[src/rtl/ackpoll_pkg.sv]
package ackpoll_pkg;
  typedef enum logic [1:0] {
    OP_START = 2'd0,
    OP_WRITE = 2'd1,
    OP_STOP  = 2'd2
  } bus_op_e;

  typedef enum logic [3:0] {
    S_IDLE,
    S_W_START,
    S_W_SEL,
    S_W_AHI,
    S_W_ALO,
    S_W_DAT,
    S_W_STOP,
    S_P_START,
    S_P_SEL,
    S_END_STOP,
    S_ERR_STOP
  } seq_state_e;
endpackage

[src/rtl/ackpoll_cmd_port.sv]
module ackpoll_cmd_port (
  input  logic clk,
  input  logic rst_n,
  input  logic active,
  input  logic cmd_ready,
  input  logic rsp_valid,
  output logic cmd_valid,
  output logic step
);
  logic waiting;

  // One command in flight: offered, taken, then answered.
  always_ff @(posedge clk) begin
    if (!rst_n) begin
      waiting <= 1'b0;
    end else if (cmd_valid && cmd_ready) begin
      waiting <= 1'b1;
    end else if (rsp_valid && waiting) begin
      waiting <= 1'b0;
    end
  end

  assign cmd_valid = active && !waiting;
  assign step      = rsp_valid && waiting;
endmodule

[src/rtl/ackpoll_poll_ctr.sv]
module ackpoll_poll_ctr #(
  parameter int MAX_POLLS = 64,
  parameter int CNT_W     = $clog2(MAX_POLLS + 1)
) (
  input  logic             clk,
  input  logic             rst_n,
  input  logic             clr,
  input  logic             inc,
  output logic [CNT_W-1:0] count,
  output logic             last
);
  localparam logic [CNT_W-1:0] LAST_IDX = CNT_W'(MAX_POLLS - 1);

  always_ff @(posedge clk) begin
    if (!rst_n) begin
      count <= '0;
    end else if (clr) begin
      count <= '0;
    end else if (inc) begin
      count <= count + 1'b1;
    end
  end

  // The attempt now in flight is the final one allowed.
  assign last = (count >= LAST_IDX);
endmodule

[src/rtl/eeprom_ackpoll_seq.sv]
module eeprom_ackpoll_seq #(
  parameter logic [6:0] DEV_ADDR  = 7'h50,
  parameter int         MAX_POLLS = 64,
  parameter int         CNT_W     = $clog2(MAX_POLLS + 1)
) (
  input  logic             clk,
  input  logic             rst_n,
  input  logic             req_valid,
  output logic             req_ready,
  input  logic [15:0]      req_addr,
  input  logic [7:0]       req_data,
  output logic             cmd_valid,
  input  logic             cmd_ready,
  output logic [1:0]       cmd_op,
  output logic [7:0]       cmd_byte,
  input  logic             rsp_valid,
  input  logic             rsp_nack,
  output logic             done,
  output logic             err_nack,
  output logic             err_timeout,
  output logic [CNT_W-1:0] poll_count
);
  import ackpoll_pkg::*;

  localparam logic [7:0] SEL_WR = {DEV_ADDR, 1'b0};

  seq_state_e state, nxt;
  logic [15:0] addr_q;
  logic [7:0]  data_q;
  logic        step, take, cnt_clr, cnt_inc, cnt_last;
  logic        done_d, nack_d, tmo_d;
  bus_op_e     op;
  logic [7:0]  obyte;

  ackpoll_cmd_port u_port (
    .clk       (clk),
    .rst_n     (rst_n),
    .active    (state != S_IDLE),
    .cmd_ready (cmd_ready),
    .rsp_valid (rsp_valid),
    .cmd_valid (cmd_valid),
    .step      (step)
  );

  ackpoll_poll_ctr #(.MAX_POLLS(MAX_POLLS), .CNT_W(CNT_W)) u_ctr (
    .clk   (clk),
    .rst_n (rst_n),
    .clr   (cnt_clr),
    .inc   (cnt_inc),
    .count (poll_count),
    .last  (cnt_last)
  );

  always_comb begin
    nxt     = state;
    op      = OP_WRITE;
    obyte   = 8'h00;
    take    = 1'b0;
    cnt_clr = 1'b0;
    cnt_inc = 1'b0;
    done_d  = 1'b0;
    nack_d  = 1'b0;
    tmo_d   = 1'b0;
    unique case (state)
      S_IDLE: begin
        take = req_valid;
        if (req_valid) nxt = S_W_START;
      end
      S_W_START, S_P_START: begin
        op = OP_START;
        if (step) nxt = (state == S_W_START) ? S_W_SEL : S_P_SEL;
      end
      S_W_SEL, S_W_AHI, S_W_ALO, S_W_DAT: begin
        case (state)
          S_W_SEL: obyte = SEL_WR;
          S_W_AHI: obyte = addr_q[15:8];
          S_W_ALO: obyte = addr_q[7:0];
          default: obyte = data_q;
        endcase
        if (step) begin
          nack_d = rsp_nack;
          if (rsp_nack)               nxt = S_ERR_STOP;
          else if (state == S_W_SEL)  nxt = S_W_AHI;
          else if (state == S_W_AHI)  nxt = S_W_ALO;
          else if (state == S_W_ALO)  nxt = S_W_DAT;
          else                        nxt = S_W_STOP;
        end
      end
      S_W_STOP: begin
        op = OP_STOP;
        if (step) begin
          cnt_clr = 1'b1;
          nxt     = S_P_START;
        end
      end
      S_P_SEL: begin
        obyte = SEL_WR;
        if (step) begin
          cnt_inc = 1'b1;
          if (!rsp_nack) begin
            done_d = 1'b1;
            take   = req_valid;
            nxt    = req_valid ? S_W_AHI : S_END_STOP;
          end else if (cnt_last) begin
            tmo_d = 1'b1;
            nxt   = S_ERR_STOP;
          end else begin
            nxt = S_P_START;
          end
        end
      end
      S_END_STOP, S_ERR_STOP: begin
        op = OP_STOP;
        if (step) nxt = S_IDLE;
      end
      default: nxt = S_IDLE;
    endcase
  end

  assign req_ready = (state == S_IDLE) ||
                     ((state == S_P_SEL) && step && !rsp_nack);
  assign cmd_op    = op;
  assign cmd_byte  = obyte;

  always_ff @(posedge clk) begin
    if (!rst_n) begin
      state       <= S_IDLE;
      addr_q      <= '0;
      data_q      <= '0;
      done        <= 1'b0;
      err_nack    <= 1'b0;
      err_timeout <= 1'b0;
    end else begin
      state       <= nxt;
      done        <= done_d;
      err_nack    <= nack_d;
      err_timeout <= tmo_d;
      if (take) begin
        addr_q <= req_addr;
        data_q <= req_data;
      end
    end
  end
endmodule

[config.mk]
export PLATFORM = sky130hd
export DESIGN_NAME = eeprom_ackpoll_seq
export DESIGN_NICKNAME = d
export VERILOG_FILES = /design/src/rtl/ackpoll_pkg.sv /design/src/rtl/ackpoll_cmd_port.sv /design/src/rtl/ackpoll_poll_ctr.sv /design/src/rtl/eeprom_ackpoll_seq.sv
export SDC_FILE = /design/constraint.sdc
export NUM_CORES = 1
export LEC_CHECK = 0
export BUFFER_PORTS_ARGS = -buffer_cell sky130_fd_sc_hd__buf_4
export CAP_MARGIN = 40
export CORE_MARGIN = 4
export CORE_UTILIZATION = 40
export DETAILED_ROUTE_END_ITERATION = 8
export PLACE_DENSITY_LB_ADDON = 0.15
export SYNTH_ARGS = -nofsm -noshare
export SYNTH_HDL_FRONTEND = slang
export SYNTH_SLANG_ARGS = --single-unit
export TNS_END_PERCENT = 5
[constraint.sdc]
create_clock -name clk -period 3.1 [get_ports clk]
set_clock_uncertainty 0.1 [all_clocks]
set_input_delay 0.155 -clock clk [delete_from_list [all_inputs] [get_ports clk]]
set_output_delay 0.155 -clock clk [all_outputs]
set_load 0.05 [all_outputs]
## After elaboration in Yosys (flattened, before gate mapping)

Cells that the tools add are included.

| word-level totals | value |
|---|---|
| bits in registers | 39 |
| logic and storage cells | 75 |
| input port bits | 30 |
| output and inout bits | 22 |

| operators by class | value |
|---|---|
| bitwise operators | 1 |
| eq/ne operators | 16 |
| reduce and logical (&&, ||, !) cells | 20 |
| mux-type cells | 28 |
| $lt $le $gt $ge | 1 |
| $add $sub $neg | 1 |

Operators with widths:

| operator | number |
|---|---|
| $mux 4 | 11 |
| $pmux 4 s6 | 1 |
| $pmux 8 s3 | 1 |
| $eq 4x3->1 const B | 4 |
| $pmux 8 s2 | 1 |
| $eq 4x4->1 const B | 3 |
| $ne 2x2->1 const B | 6 |
| $mux 1 | 9 |
| $eq 4x2->1 const B | 2 |
| $add 7x1->7 const B | 1 |
| $ge 7x6->1 const B | 1 |
| $reduce_and 3->1 | 2 |
| $reduce_and 6->1 | 1 |
| $reduce_or 2->1 | 3 |
| $logic_and 1x1->1 | 5 |
| $eq 4x1->1 const B | 1 |
| $logic_not 4->1 | 1 |
| $mux 2 | 2 |
| $pmux 2 s2 | 1 |
| $reduce_and 4->1 | 1 |
| $reduce_bool 4->1 | 1 |
| $reduce_or 4->1 | 1 |
| $mux 3 | 1 |
| $reduce_or 3->1 | 1 |
| other kinds (5) | 6 |

## Logic depth before layout (Yosys ltp)

| logic depth | value |
|---|---|
| depth after elaboration | 7 |
| mapped depth | 7 |
| depth with buffers taken out | 5 |

## Cells and area by module

A second synthesis with hierarchy kept.

| unflattened totals | value |
|---|---|
| cells, all modules | 225 |
| area, all modules | 1993.2 um2 |

Modules (own cells, without submodules):

| module | seq. area each (um2) | area an instance (um2) | cells each | times used |
|---|---|---|---|---|
| eeprom_ackpoll_seq | 620.6 | 1627.8 | 185 | 1 |
| ackpoll_poll_ctr | 140.1 | 311.5 | 34 | 1 |
| ackpoll_cmd_port | 20.0 | 53.8 | 6 | 1 |

## Worst setup path after synthesis

Ideal clock, no wire load.

| timing path | value |
|---|---|
| path type | register -> output |
| from | register state[3] |
| to | output cmd_byte[7] |
| arrival | 2.119 ns |
| setup slack | 0.726 ns |
| required time | 2.845 ns |
| buffers on the path | 3 |
| cell stages (with the launch flop) | 5 |
| cells stage by stage | dfxtp_1 > buf_2 > buf_1 > clkbuf_1 > o32ai_1 |

| between the ends | value |
|---|---|
| longest elaborated chain between the ends | 3 |

Ends and longest elaborated chain:

| element | line | source |
|---|---|---|
| start, declared | eeprom_ackpoll_seq.sv:27 | `seq_state_e state, nxt;` |
| start signal, assigned | eeprom_ackpoll_seq.sv:134 | `state <= nxt;` |
| $eq 4x3->1 (tied with other cells) | eeprom_ackpoll_seq.sv:64, eeprom_ackpoll_seq.sv:74 |  |
| $pmux 8 s3 / $reduce_or 4->1 (equally long branches) | eeprom_ackpoll_seq.sv:74, eeprom_ackpoll_seq.sv:64 |  |
| $pmux 8 s2 * | eeprom_ackpoll_seq.sv:64 | `unique case (state)` |
| end, declared | eeprom_ackpoll_seq.sv:15 | `output logic [7:0] cmd_byte,` |

Every way passes the cells marked *; elsewhere a longest branch is shown, timed or not.

## Final worst setup path

| timing path | value |
|---|---|
| from | register state[2] |
| to | output cmd_byte[4] |

The elaborated chain is that of the path after synthesis.

==> results.cfg <==
[status]
outcome = complete, no violations

[sta]
fin_ws_ns = 0.733
worst_pin_slew_ns = 0.744
min_period_ns = 2.37
hold_viol_final = 0
finalSetupViolCount = 0
fin_hold_ws_ns = 0.0203
maxSlewViolCount = 0
maxSlewHeadroom_pct = 50.3
tns_ns = 0
rsz0062_at_grt = false
max_freq_mhz = 423
fin_crit_sh_pct = 76.4

[hold_path]
hp-class = primary input to flop

[synthesis]
syn_nets = 292
synthCells = 261
yosysUniqueCellTypes = 47
async_flop_share_pct = 0
yosysSeqAreaShare_pct = 37.7
synth_warnings = 0
ys_ff_latch = 39
synth_area_leaders = dfxtp_1 38%, nand3_1 6.8%, nand2_1 6.3%
synth_top_area_share_pct = 37.7
yosysTopAreaCell = dfxtp_1
avgSynthCellArea_sq_um = 7.93
syn_area_sq_um = 2070
synth_flop_cell = dfxtp_1
synth_edf_count = 0

[global_routing]
grt_overflow = 0
antenna_found_initial = 0
grt_pass1_wl_um = 8670
grt_max_degree = 56
grt_pass1_vias = 1871
grt_usage_pct = 17.1

[clock_tree]
clock_path_buffers = 2
path_clk_slew_ns = 0.08
htree_num_levels = 2
post-cts-setup-buffer-count = 0
insertion_delay_ns = 0.29
cts_tree = yes
cts_buffers = 5
ctsResizeCount = 0
ctsHoldBuffers = 24
root_buffer = clkbuf_8
cts.sinks = 39

[critical_path]
cp.required_ns = 2.84
cpLargestDelayFamily = flip-flops
crit_path_start_kind = flop
max_stage_delay_ns = 0.81
worst-setup-path-type = flop to primary output
endpoint_kind = primary output
cp_num_buf_inv = 1
crit_path_cell_trace = nand2b_1, nor2_1, a21oi_1, nor2_1, buf_4
crit_fanout = 22
crit_top_cell = nor2_1
arrival_ns = 2.11
cp_slowest_cell = dfxtp_1

[floorplan]
num_rows = 25
core-area_sq_um = 4880
chipWidth_um = 79.9
pin_count = 52
design.die.area_sq_um = 6390
die_height_um = 79.9
start_util_pct = 42.4

[drt]
drc_errors = 0
routedWlPerCell_um = 13.2
viasPerCell = 5.10
drt-total-wl_um = 5160
vias = 1996
drtPass1Iterations = 4
detail-route-antenna-nets = 0
drtIter0Drc = 131

[power_and_ir_drop]
power_mw = 1.72
p_sw_share_pct = 40.6
p_int_mw = 1.02
p_per_area_nw_per_um2 = 623
p_clk_share_pct = 19.6
combPwrFrac_pct = 40.1
p_sw_uw = 698
power.leakage_nw = 1.10
vdd_drop_max_mv = 0.272
power_frac_seq_pct = 40.3

[final_layout]
multi_input_area_sq_um = 1150
fillers = 488
final_area_sq_um = 2760
final_nets = 354
final_util_pct = 56.5
layout.area.seq_sq_um = 781
final_cells = 391
antennaDiodeCount = 0
area_delta_synth_final_pct = 33.3
drive_above_1_share_pct = 20.7

[place]
io_buffer_count = 51
dp.cells = 359
finalWeightedCongestion = 0.871
dpl.hpwl_um = 3450
place_ws_ns = 1.02
dpl_cell_area_sq_um = 2440

[job]
maxCapViolations = 0
layout make-up:
cell class | instances | area share, %
clock inverter | 1 | 0.181
inverter | 5 | 0.680
timing repair buffer | 78 | 23.4
multi-input combinational | 194 | 41.6
tap | 67 | 3.04
sequential | 39 | 28.3
clock buffer | 7 | 2.77
metal layers:
layer  part of all wire, %  vias up  wire (um)  GRT usage (%)
met5                     0        -          0              0
met4                   1.7        0         87           6.76
met3                   4.6       11        236           3.95
met2                    48       55       2490           28.6
met1                    45      896       2340           21.0
li1                      -     1034          -              -
cells by family (layout without fill, tap and decap cells):
logic type                 count (synthesis)  after routing  synth area share [%]
muxes                                      9              9                  4.35
DFF                                       39             39                  37.7
adders and majority gates                  1              1                 0.604
xor gates and xnor gates                   9              9                  3.81
and+or+nand+nor                          114            114                  28.7
buffers and inverters                     28             91                  7.13
AOI/OAI and AO/OA                         61             61                  17.7
power groups by stage:
stage | clock, mW | sequential (mW) | combinational, mW
global placement | 0 | 0.705 | 0.662
finish | 0.336 | 0.693 | 0.690
floorplan | 0 | 0.634 | 0.599
detailed placement | 0 | 0.705 | 0.667
global route | 0.360 | 0.711 | 0.755
CTS | 0.342 | 0.694 | 0.691
worst reg2reg max path, delay by kind of cell (launching register included):
family	cells	cell delay (ns)
DFF	1	0.81
AOI/OAI and AO/OA	2	0.67
and+or+nand+nor	2	0.39
flip-flops by register name, indices dropped and copies added, names as in the netlist:
signal          count
u_ctr.count         7
state               4
err_nack            1
err_timeout         1
done                1
addr_q             16
u_port.waiting      1
data_q              8
layout by cell type (no fill, tap or decap), types with 2 or more instances in the layout:
cell type,count
xnor2_1,5
clkbuf_8,5
dfxtp_1,39
and2_1,2
clkbuf_1,2
nand3b_1,3
nand2b_1,2
nand2_1,35
o21ai_1,2
nor4_4,2
nor2_1,23
nand3_1,28
nor3_1,5
buf_4,54
nand4_1,3
o22ai_1,2
o21ai_0,25
mux2i_1,9
nor2b_1,4
o32ai_1,3
a21oi_1,16
inv_1,5
dlygate4sd3_1,24
xor2_1,4
synthesized netlist by cell type, types with 3 or more instances:
master / n
a21oi_1: 16
buf_2: 5
buf_6: 4
clkbuf_1: 10
dfxtp_1: 39
inv_1: 5
mux2i_1: 9
nand2_1: 35
nand3_1: 28
nand3b_1: 3
nand4_1: 3
nor2_1: 23
nor2b_1: 4
nor3_1: 5
o21ai_0: 25
o32ai_1: 3
xnor2_1: 5
xor2_1: 4
path summary, 6_finish.rpt:
kind | from | to | slack (ns) | cells after the start
setup reg to reg | state[2]$_SDFFE_PN0P_ | state[2]$_SDFFE_PN0P_ | 1.00 | 4
setup / recovery | state[2]$_SDFFE_PN0P_ | cmd_byte[4] | 0.73 | 5
hold reg to reg | data_q[7]$_SDFFE_PN0P_ | data_q[7]$_SDFFE_PN0P_ | 0.36 | 2
hold / removal | cmd_ready | u_port.waiting$_SDFFE_PN0P_ | 0.02 | 3
Note: power is estimated with default switching activity, not from simulation.
